**src/rtl/cmd_doorbell3.sv**
```systemverilog
module cmd_doorbell3 #(
  parameter int AW = 8,
  parameter int DW = 32,
  parameter int EW = 8
) (
  input  logic               clk,
  input  logic               rst_n,
  input  logic               bus_we,
  input  logic [AW-1:0]      bus_addr,
  input  logic [DW-1:0]      bus_wdata,
  output logic [DW-1:0]      bus_rdata,
  output logic [2:0]         req_valid,
  output logic [3*DW-1:0]    req_addr,
  input  logic [2:0]         req_ready,
  input  logic               post_en,
  input  logic [1:0]         post_chan,
  input  logic [DW-1:0]      post_code,
  input  logic               evt_post,
  input  logic [EW-1:0]      evt_code,
  output logic [3:0]         irq
);
  localparam int NCH = 3;
  localparam logic [AW-1:0] A_EVT  = AW'(8'h00);
  localparam logic [AW-1:0] A_OVR  = AW'(8'h20);
  localparam logic [DW-1:0] C_BADADDR = DW'(5);

  typedef enum logic [1:0] {S_IDLE, S_WAIT, S_BUSY, S_DONE} ch_st_t;

  ch_st_t          st   [NCH];
  logic [DW-1:0]   rq   [NCH];
  logic [DW-1:0]   sts  [NCH];
  logic [NCH-1:0]  ovr;
  logic [NCH-1:0]  busy;
  logic [NCH-1:0]  hit_req, hit_sts;
  logic            evt_pend;
  logic [EW-1:0]   evt_val;

  for (genvar i = 0; i < NCH; i++) begin : g_ch
    assign hit_req[i] = bus_we && bus_addr == AW'(8'h14 + 4*i);
    assign hit_sts[i] = bus_we && bus_addr == AW'(4*(i+1));
    assign busy[i]    = st[i] != S_IDLE;
    assign req_valid[i] = st[i] == S_WAIT;
    assign req_addr[i*DW +: DW] = rq[i];
    assign irq[i+1]   = st[i] == S_DONE;
  end
  assign irq[0] = evt_pend;

  always_ff @(posedge clk) begin
    if (!rst_n) begin
      for (int i = 0; i < NCH; i++) begin
        st[i]  <= S_IDLE;
        rq[i]  <= '0;
        sts[i] <= '0;
      end
      ovr <= '0;
    end else begin
      for (int i = 0; i < NCH; i++) begin
        unique case (st[i])
          S_IDLE: if (hit_req[i]) begin
            rq[i] <= bus_wdata;
            if (bus_wdata[1:0] == 2'b01) st[i] <= S_WAIT;
            else begin
              st[i]  <= S_DONE;
              sts[i] <= C_BADADDR;
            end
          end
          S_WAIT: if (req_ready[i]) st[i] <= S_BUSY;
          S_BUSY: if (post_en && post_chan == 2'(i)) begin
            sts[i] <= post_code;
            st[i]  <= S_DONE;
          end
          S_DONE: if (hit_sts[i] && bus_wdata == sts[i]) begin
            sts[i] <= '0;
            st[i]  <= S_IDLE;
          end
        endcase
        if (hit_req[i] && busy[i]) ovr[i] <= 1'b1;
        else if (bus_we && bus_addr == A_OVR && bus_wdata[i]) ovr[i] <= 1'b0;
      end
    end
  end

  always_ff @(posedge clk) begin
    if (!rst_n) begin
      evt_pend <= 1'b0;
      evt_val  <= '0;
    end else if (evt_post) begin
      evt_pend <= 1'b1;
      evt_val  <= evt_code;
    end else if (bus_we && bus_addr == A_EVT && evt_pend && bus_wdata == DW'(evt_val)) begin
      evt_pend <= 1'b0;
      evt_val  <= '0;
    end
  end

  always_comb begin
    bus_rdata = '0;
    if (bus_addr == A_EVT) bus_rdata = DW'(evt_val);
    if (bus_addr == A_OVR) bus_rdata = DW'(ovr);
    for (int i = 0; i < NCH; i++) begin
      if (bus_addr == AW'(4*(i+1)))      bus_rdata = sts[i];
      if (bus_addr == AW'(8'h14 + 4*i))  bus_rdata = rq[i];
    end
  end
endmodule

```
**config.mk**
```make
export PLATFORM = sky130hd
export DESIGN_NAME = cmd_doorbell3
export DESIGN_NICKNAME = d
export VERILOG_FILES = /design/src/rtl/cmd_doorbell3.sv
export SDC_FILE = /design/constraint.sdc
export NUM_CORES = 1
export LEC_CHECK = 0
export BUFFER_PORTS_ARGS = -buffer_cell sky130_fd_sc_hd__buf_2
export CORE_MARGIN = 4
export CORE_UTILIZATION = 40
export CTS_BUF_LIST = sky130_fd_sc_hd__clkbuf_8
export DETAILED_ROUTE_END_ITERATION = 10
export PLACE_DENSITY_LB_ADDON = 0.2
export SETUP_SLACK_MARGIN = 0.15
export SLEW_MARGIN = 20
export SYNTH_ARGS = -nofsm -noshare
export SYNTH_HDL_FRONTEND = slang
export SYNTH_SLANG_ARGS = --single-unit
```
**constraint.sdc**
```tcl
create_clock -name clk -period 5.7 [get_ports clk]
set_clock_uncertainty 0.2 [all_clocks]
set_input_delay 0.285 -clock clk [delete_from_list [all_inputs] [get_ports clk]]
set_output_delay 0.285 -clock clk [all_outputs]
set_load 0.1 [all_outputs]
```
==> reports/qor.csv, run 1 <==
metric,value,unit
status,completed,
synth-edff-count,198,
synth-xor-area-share,8.71,%
netlist_instances,866,
grt_usage,25.7,%
ir_drop,132,uV
cp_max_fo,18,
gp_congestion,0.967,
synth_flop_cell,edfxtp_1,
maxSlewHeadroom,33.1,%
io_pins,225,
p_sw_share,29.9,%
ys_types,57,
crit_chain,dlygate4sd3_1 -> buf_2 -> or4_1 -> nor3_4 -> buf_4 -> a22oi_1 -> a41oi_1 -> buf_2,
cp-end-kind,output pin,
finalPower,3.60,mW
synthSimpleGateAreaFrac,19.4,%
clk_latency,0.53,ns
setup-violations-final,0,
period_share,74.2,%
drv_cap,0,
crit_path_start_kind,primary input,
drc_errors,0,
portBuffers,224,
synthMuxAreaShare,0.574,%
fmax,0.236,GHz
synth_compound_area_share,9.93,%
ys_seq_area_share,59.2,%
crit_top_cell,buf_2,
fin_area,13100,um^2
drt-initial-drc-count,1113,
row_count,58,
met3_usage,4.33,%
synthAdderAreaFrac,0,%
drive_gt1_share,26.4,%
start_util,41.0,%
min_path_type,in2reg,
rsz0062_at_grt,false,
core_area,25500,um^2
synth_seq_cells,210,
antenna_left,0,
critPathArrivalTime,3.75,ns
layout_common_cells,"224 x buf_2, 198 x edfxtp_1, 95 x and2_1, 72 x xor2_1, 53 x dlygate4sd3_1",
wire_per_inst,25.7,um
overflow,0,
hold_depth,2,
power_frac_clock,34.8,%
fp.dieW,170,um
yosys_warnings,0,
die_area,28800,um^2
finalCriticalPeriod,4.23,ns
critPathMaxStageDelay,0.71,ns
internal_power,2.52,mW
wirelength,38.5,mm
vias,8676,
synth_area_per_cell,12.1,um^2
switchingPower,1.08,mW
postLayoutCoreUtil,51.4,%
met2_usage,40.0,%
report.final.slew_viol_count,0,
grt_max_degree,40,
grt_pass1_wl,55.2,mm
grt_antenna_before_repair,2,
busiest_layer,met2,
cts_max_level,2,
hold_viol_final,0,
clk_pin_slew,0.06,ns
rr_worst_depth,7,
mostFrequentLayoutCell,buf_2,
path_class,in2out,
synth_fp_nets,956,
fin_setup_tns,0,ns
cpMaxStageDelayCell,or4_1,
power_frac_comb,15.2,%
syn_area,10500,um^2
p_per_area,275,nW/um^2
grt_util_met1,37.2,%
holdWs,0.0235,ns
cts_tree,built,
dpl.hpwl,27.8,mm
firstDrtPassIters,7,
dpl_cell_area,11900,um^2
vias_per_cell,5.80,
fin_nets,1232,
clk_path_buf_depth,3,
clock_sinks,210,
n_fill_cell,2341,
synth_top_family_by_area,simple AND/OR/NAND/NOR gates,
worst_slew_pin_slew,0.996,ns
grt_pass1_vias,8381,
cts_buffers,36,
die_h,170,um
root_buffer,clkbuf_8,
power_frac_seq,50.1,%
required,5.22,ns
antennaDiodeCount,0,
postSynth.asyncResetShare,0,%
area_growth_syn_to_layout,25.2,%
r2r_slack,2.60,ns
leakagePower,5.34,nW
==> kinds of logic (layout without fill, tap and decap cells) <==
group,count (synthesis),after routing
AO/OA/AOI/OAI,137,137
XOR/XNOR,104,104
buffers and inverters,58,359
flip-flops,210,210
multiplexers,6,6
AND/OR/NAND/NOR,351,351
==> timing repair <==
action                                  CTS  global route
setup buffers                             0             0
resized for setup                         0             0
hold buffers                             53             0
hold endpoints to repair                108             0
endpoints found under the setup margin    0             0
==> final timing paths <==
path,startpoint,end
worst max register to register,sts[0][23]$_SDFFCE_PP0P_,sts[0][10]$_SDFFCE_PP0P_
worst min register to register,ovr[2]$_SDFFE_PN0P_,ovr[2]$_SDFFE_PN0P_
worst min-delay path,bus_wdata[28],rq[0][60]$_DFFE_PP_
worst max-delay path,bus_addr[4],bus_rdata[22]
==> synth_stat cells (5+ instances only) <==
cell type | n | area share [%]
o21ai_0 | 10 | 0.48
mux2i_1 | 6 | 0.57
nor3_1 | 14 | 0.67
nand2_1 | 49 | 1.8
a31oi_1 | 11 | 0.66
dfxtp_1 | 12 | 2.3
nor2_1 | 41 | 1.5
clkbuf_1 | 47 | 1.7
a22oi_1 | 49 | 3.5
or3b_2 | 8 | 0.67
a41oi_1 | 10 | 0.84
nand4_1 | 20 | 1.2
and3_1 | 37 | 2.2
xor2_1 | 72 | 6.0
nor3_2 | 5 | 0.48
buf_2 | 9 | 0.43
and2_1 | 95 | 5.7
nor2b_1 | 8 | 0.48
a222oi_1 | 12 | 1.1
a21oi_1 | 8 | 0.38
edfxtp_1 | 198 | 57
nor4_1 | 31 | 1.9
nand3_1 | 24 | 1.1
xnor2_1 | 32 | 2.7
o21a_1 | 6 | 0.43
a21boi_0 | 8 | 0.57
==> layout make-up <==
type | count | area, um^2 | area share, %
clock inverter | 26 | 136 | 1.04
clock buffer | 37 | 509 | 3.89
tap | 330 | 413 | 3.15
multi-input combinational | 598 | 4060 | 31.0
sequential | 210 | 6190 | 47.3
inverter | 1 | 3.75 | 0.0287
timing repair buffer | 295 | 1790 | 13.6
==> per-layer routing <==
metal | vias to the layer above | wire [um]
met5 | - | 14
met4 | 4 | 1080
met3 | 79 | 3700
met2 | 554 | 17500
met1 | 4203 | 16300
li1 | 3836 | -
==> worst max-delay path, delay by kind of cell <==
family | cells | cell delay, ns
AND/OR/NAND/NOR | 2 | 1.42
buffers and inverters | 4 | 1.62
AO/OA/AOI/OAI | 2 | 0.42
==> flip-flops by register name, summed over array words and instances, names as in the netlist <==
register / cells
evt_pend: 1
evt_val: 8
ovr: 3
rq: 96
st: 6
sts: 96
==> power groups by stage <==
stage                     Combinational [mW]  Clock [mW]  Sequential, mW
after floorplan                        0.172           0            2.00
after global routing                   0.565        1.34            1.81
after CTS                              0.543        1.28            1.80
after global placement                 0.517           0            1.83
final                                  0.546        1.25            1.80
after detailed placement               0.514           0            1.83
==> per-stage QoR <==
step | setup WS [ns] | instances
4_1_cts | 1.52 | 1497
6_report | 1.47 | 1497
3_5_place_dp | 2.04 | 1381
2_1_floorplan | 1.49 | 866
3_3_place_gp | 2.06 | 1381
5_1_grt | 1.41 | 1497
(Power assumes the default switching activity.)
==> run 2, diff against run 1 <==
ABC_AREA = 1   (was default)
clock period = 3.7 ns   (was 5.7 ns; I/O delays follow)
==> run 2 against run 1 <==
Compared with the run above: non-clock buffer count up 47; sequential cell count did not move; die area rose by 4.5%; sequential power up 53%; count of clock-buffer cells in the layout grew 2; final cell count increased by 29%; area after synthesis rose by 4.7%; via count increased by 14%; worst setup slack worse by 1.1 ns; combinational power increased by 66%; design area rose by 9.3%; largest power group unchanged.
==> reports/qor.csv, run 2 <==
metric,value,unit,change
synthMuxAreaShare,0,%,-0.57 points
period_share,89.7,%,
p_per_area,407,nW/um^2,+48%
drt-initial-drc-count,899,,-19%
postSynth.asyncResetShare,0,%,unchanged
antenna_left,0,,unchanged
clk_path_buf_depth,3,,unchanged
core_area,27000,um^2,+5.8%
worst_slew_pin_slew,1.04,ns,+0.0445 ns
overflow,0,,unchanged
report.final.slew_viol_count,0,,unchanged
post_cts_buffers,0,,unchanged
grt_pass1_wl,57.7,mm,+4.5%
antennaDiodeCount,0,,unchanged
start_util,40.6,%,-0.41 points
yosysTopAreaCellShare,54.3,%,-2.6 points
gp_congestion,0.905,,-6.4%
synth.most_common_cell,nand2_1,,
hold_viol_final,0,,unchanged
vias,9916,,+14%
min_path_type,in2reg,,
cts_tree,built,,
fin_setup_tns,0,ns,unchanged
die_area,30100,um^2,+4.5%
fin_nets,1649,,+34%
ys_types,40,,-30%
crit_path_start_kind,primary input,,
fmax,0.301,GHz,
layout_common_cells,"333 x nand2_1, 214 x buf_2, 198 x edfxtp_1, 187 x nor2_1, 155 x inv_1",,
drive_gt1_share,21.8,%,-4.6 points
synth_compound_area_share,6.06,%,-3.9 points
firstDrtPassIters,7,,unchanged
synth-edff-count,198,,unchanged
ys_seq_area_share,56.5,%,-2.7 points
portBuffers,224,,unchanged
synth_flop_cell,edfxtp_1,,
io_pins,225,,unchanged
cts_buffers,38,,+5.6%
dp_slack,0.959,ns,-1.08 ns
synthTopCellsByCount,"333 x nand2_1, 198 x edfxtp_1, 187 x nor2_1",,
synth_seq_cells,210,,unchanged
path_class,in2out,,
finalCriticalPeriod,3.32,ns,
fp.dieW,173,um,+2.2%
synth-xor-area-share,3.28,%,-5.4 points
layout_setup_ws,0.380,ns,-1.09 ns
synth_top_area_cell,edfxtp_1,,
cp_max_fo,25,,+7
required,3.31,ns,-1.91 ns
reg_top3,"rq (96), sts (96), evt_val (8)",,
area_growth_syn_to_layout,30.6,%,
synthAdderAreaFrac,0,%,unchanged
row_count,60,,+3.4%
synthTopCellsByArea,"edfxtp_1 54%, nand2_1 11%, nor2_1 6.4%",,
yosys_warnings,0,,unchanged
leakagePower,6.39,nW,+20%
setup-violations-final,0,,unchanged
vias_per_cell,5.15,,-11%
cts_max_level,2,,unchanged
synthSimpleGateAreaFrac,26.8,%,+7.4 points
grt_antenna_before_repair,0,,-2
rsz0062_at_grt,false,,
root_buffer,clkbuf_8,,
synth_fp_nets,1304,,+36%
grt_usage,24.6,%,-1.2 points
mostFrequentLayoutCell,nand2_1,,
clock_sinks,210,,unchanged
die_h,173,um,+2.2%
dpl.hpwl,26.8,mm,-3.7%
synth_area_per_cell,9.02,um^2,-25%
netlist_instances,1214,,+40%
status,completed,,
cts_resized,0,,unchanged
drc_errors,0,,unchanged
cts-hold-fix-buffers,97,,+83%
cp-end-kind,output pin,,
grt_pass1_vias,10000,,+20%
clk_pin_slew,0.06,ns,about the same
syn_area,11000,um^2,+4.7%
clk_latency,0.54,ns,about the same
synth_top_family_by_area,simple AND/OR/NAND/NOR gates,,
critPathArrivalTime,2.94,ns,-0.81 ns
maxSlewHeadroom,30.7,%,-2.5 points
wire_per_inst,19.6,um,-24%
ir_drop,244,uV,+84%
grt_max_degree,33,,-18%
drv_cap,0,,unchanged
wirelength,37.8,mm,-2.0%
run 2: cell types whose count changed after synthesis, moves of 37 or more:
cell	delta
nand2_1	+284
and3_1	-37
inv_1	+150
nand3_1	+44
a22oi_1	-49
xor2_1	-63
nor2_1	+146
and2_1	-94
run 2: kinds of logic after synthesis:
logic type / Yosys count
xor+xnor: 41
simple gates: 664
flops: 210
compound gates: 102
buf+inv: 197
run 2: routing by layer:
layer / global-route usage, % / vias to the layer above / part of all wire (%) / wire, um
met3: 5.39 / 82 / 8.6 / 3260
met4: 8.21 / 0 / 3.4 / 1270
li1: - / 4686 / - / -
met1: 31.7 / 4655 / 40 / 15300
met2: 41.2 / 493 / 48 / 18000
met5: 0 / - / 0 / 0
run 2: cell type report:
cell class	instances	area (um^2)
fillers	2465	12600
flip-flops and latches	210	6190
multi-input cells	807	3960
repair buffers	342	2400
inverters	160	601
clock buffers	39	537
well taps	341	427
clock inverters	28	196
run 2: power breakdown:
part / switching (mW) / internal, mW / total [mW]
Clock: 0.977 / 1.19 / 2.17
Combinational: 0.674 / 0.230 / 0.904
Sequential: 0.0636 / 2.69 / 2.76
Total: 1.71 / 4.11 / 5.83
run 2: path summary, 6_finish.rpt:
check                                from                 endpoint  slack [ns]  cells after the start
setup / recovery              bus_addr[5]            bus_rdata[11]        0.38                     10
hold / removal               bus_wdata[1]       rq[0][1]$_DFFE_PP_        0.05                      3
setup reg to reg  evt_val[6]$_SDFFE_PN0P_  evt_val[2]$_SDFFE_PN0P_        1.10                      7
hold reg to reg       ovr[0]$_SDFFE_PN0P_      ovr[0]$_SDFFE_PN0P_        0.28                      2
run 2: metrics by stage:
stage | utilization [%] | instance area, um^2 | hold slack (ns) | total power, mW | cells
6_report | 53.1 | 14300 | 0.0492 | 5.83 | 1927
4_1_cts | 53.1 | 14300 | 0.0293 | 5.85 | 1927
3_5_place_dp | 46.8 | 12600 | 0.251 | 3.62 | 1763
3_3_place_gp | 46.8 | 12600 | 0.243 | 3.62 | 1763
5_1_grt | 53.1 | 14300 | 0.0629 | 6.04 | 1927
2_1_floorplan | - | 11000 | 0.134 | 3.38 | 1214
run 2: critical path, cell delays in order:
cell	delay (ns)
dlygate4sd3_1	0.53
buf_2	0.15
nor2_1	0.08
nand2_1	0.14
nor2_2	0.42
inv_2	0.39
o221ai_1	0.44
a21oi_1	0.08
nand3_1	0.08
buf_2	0.42
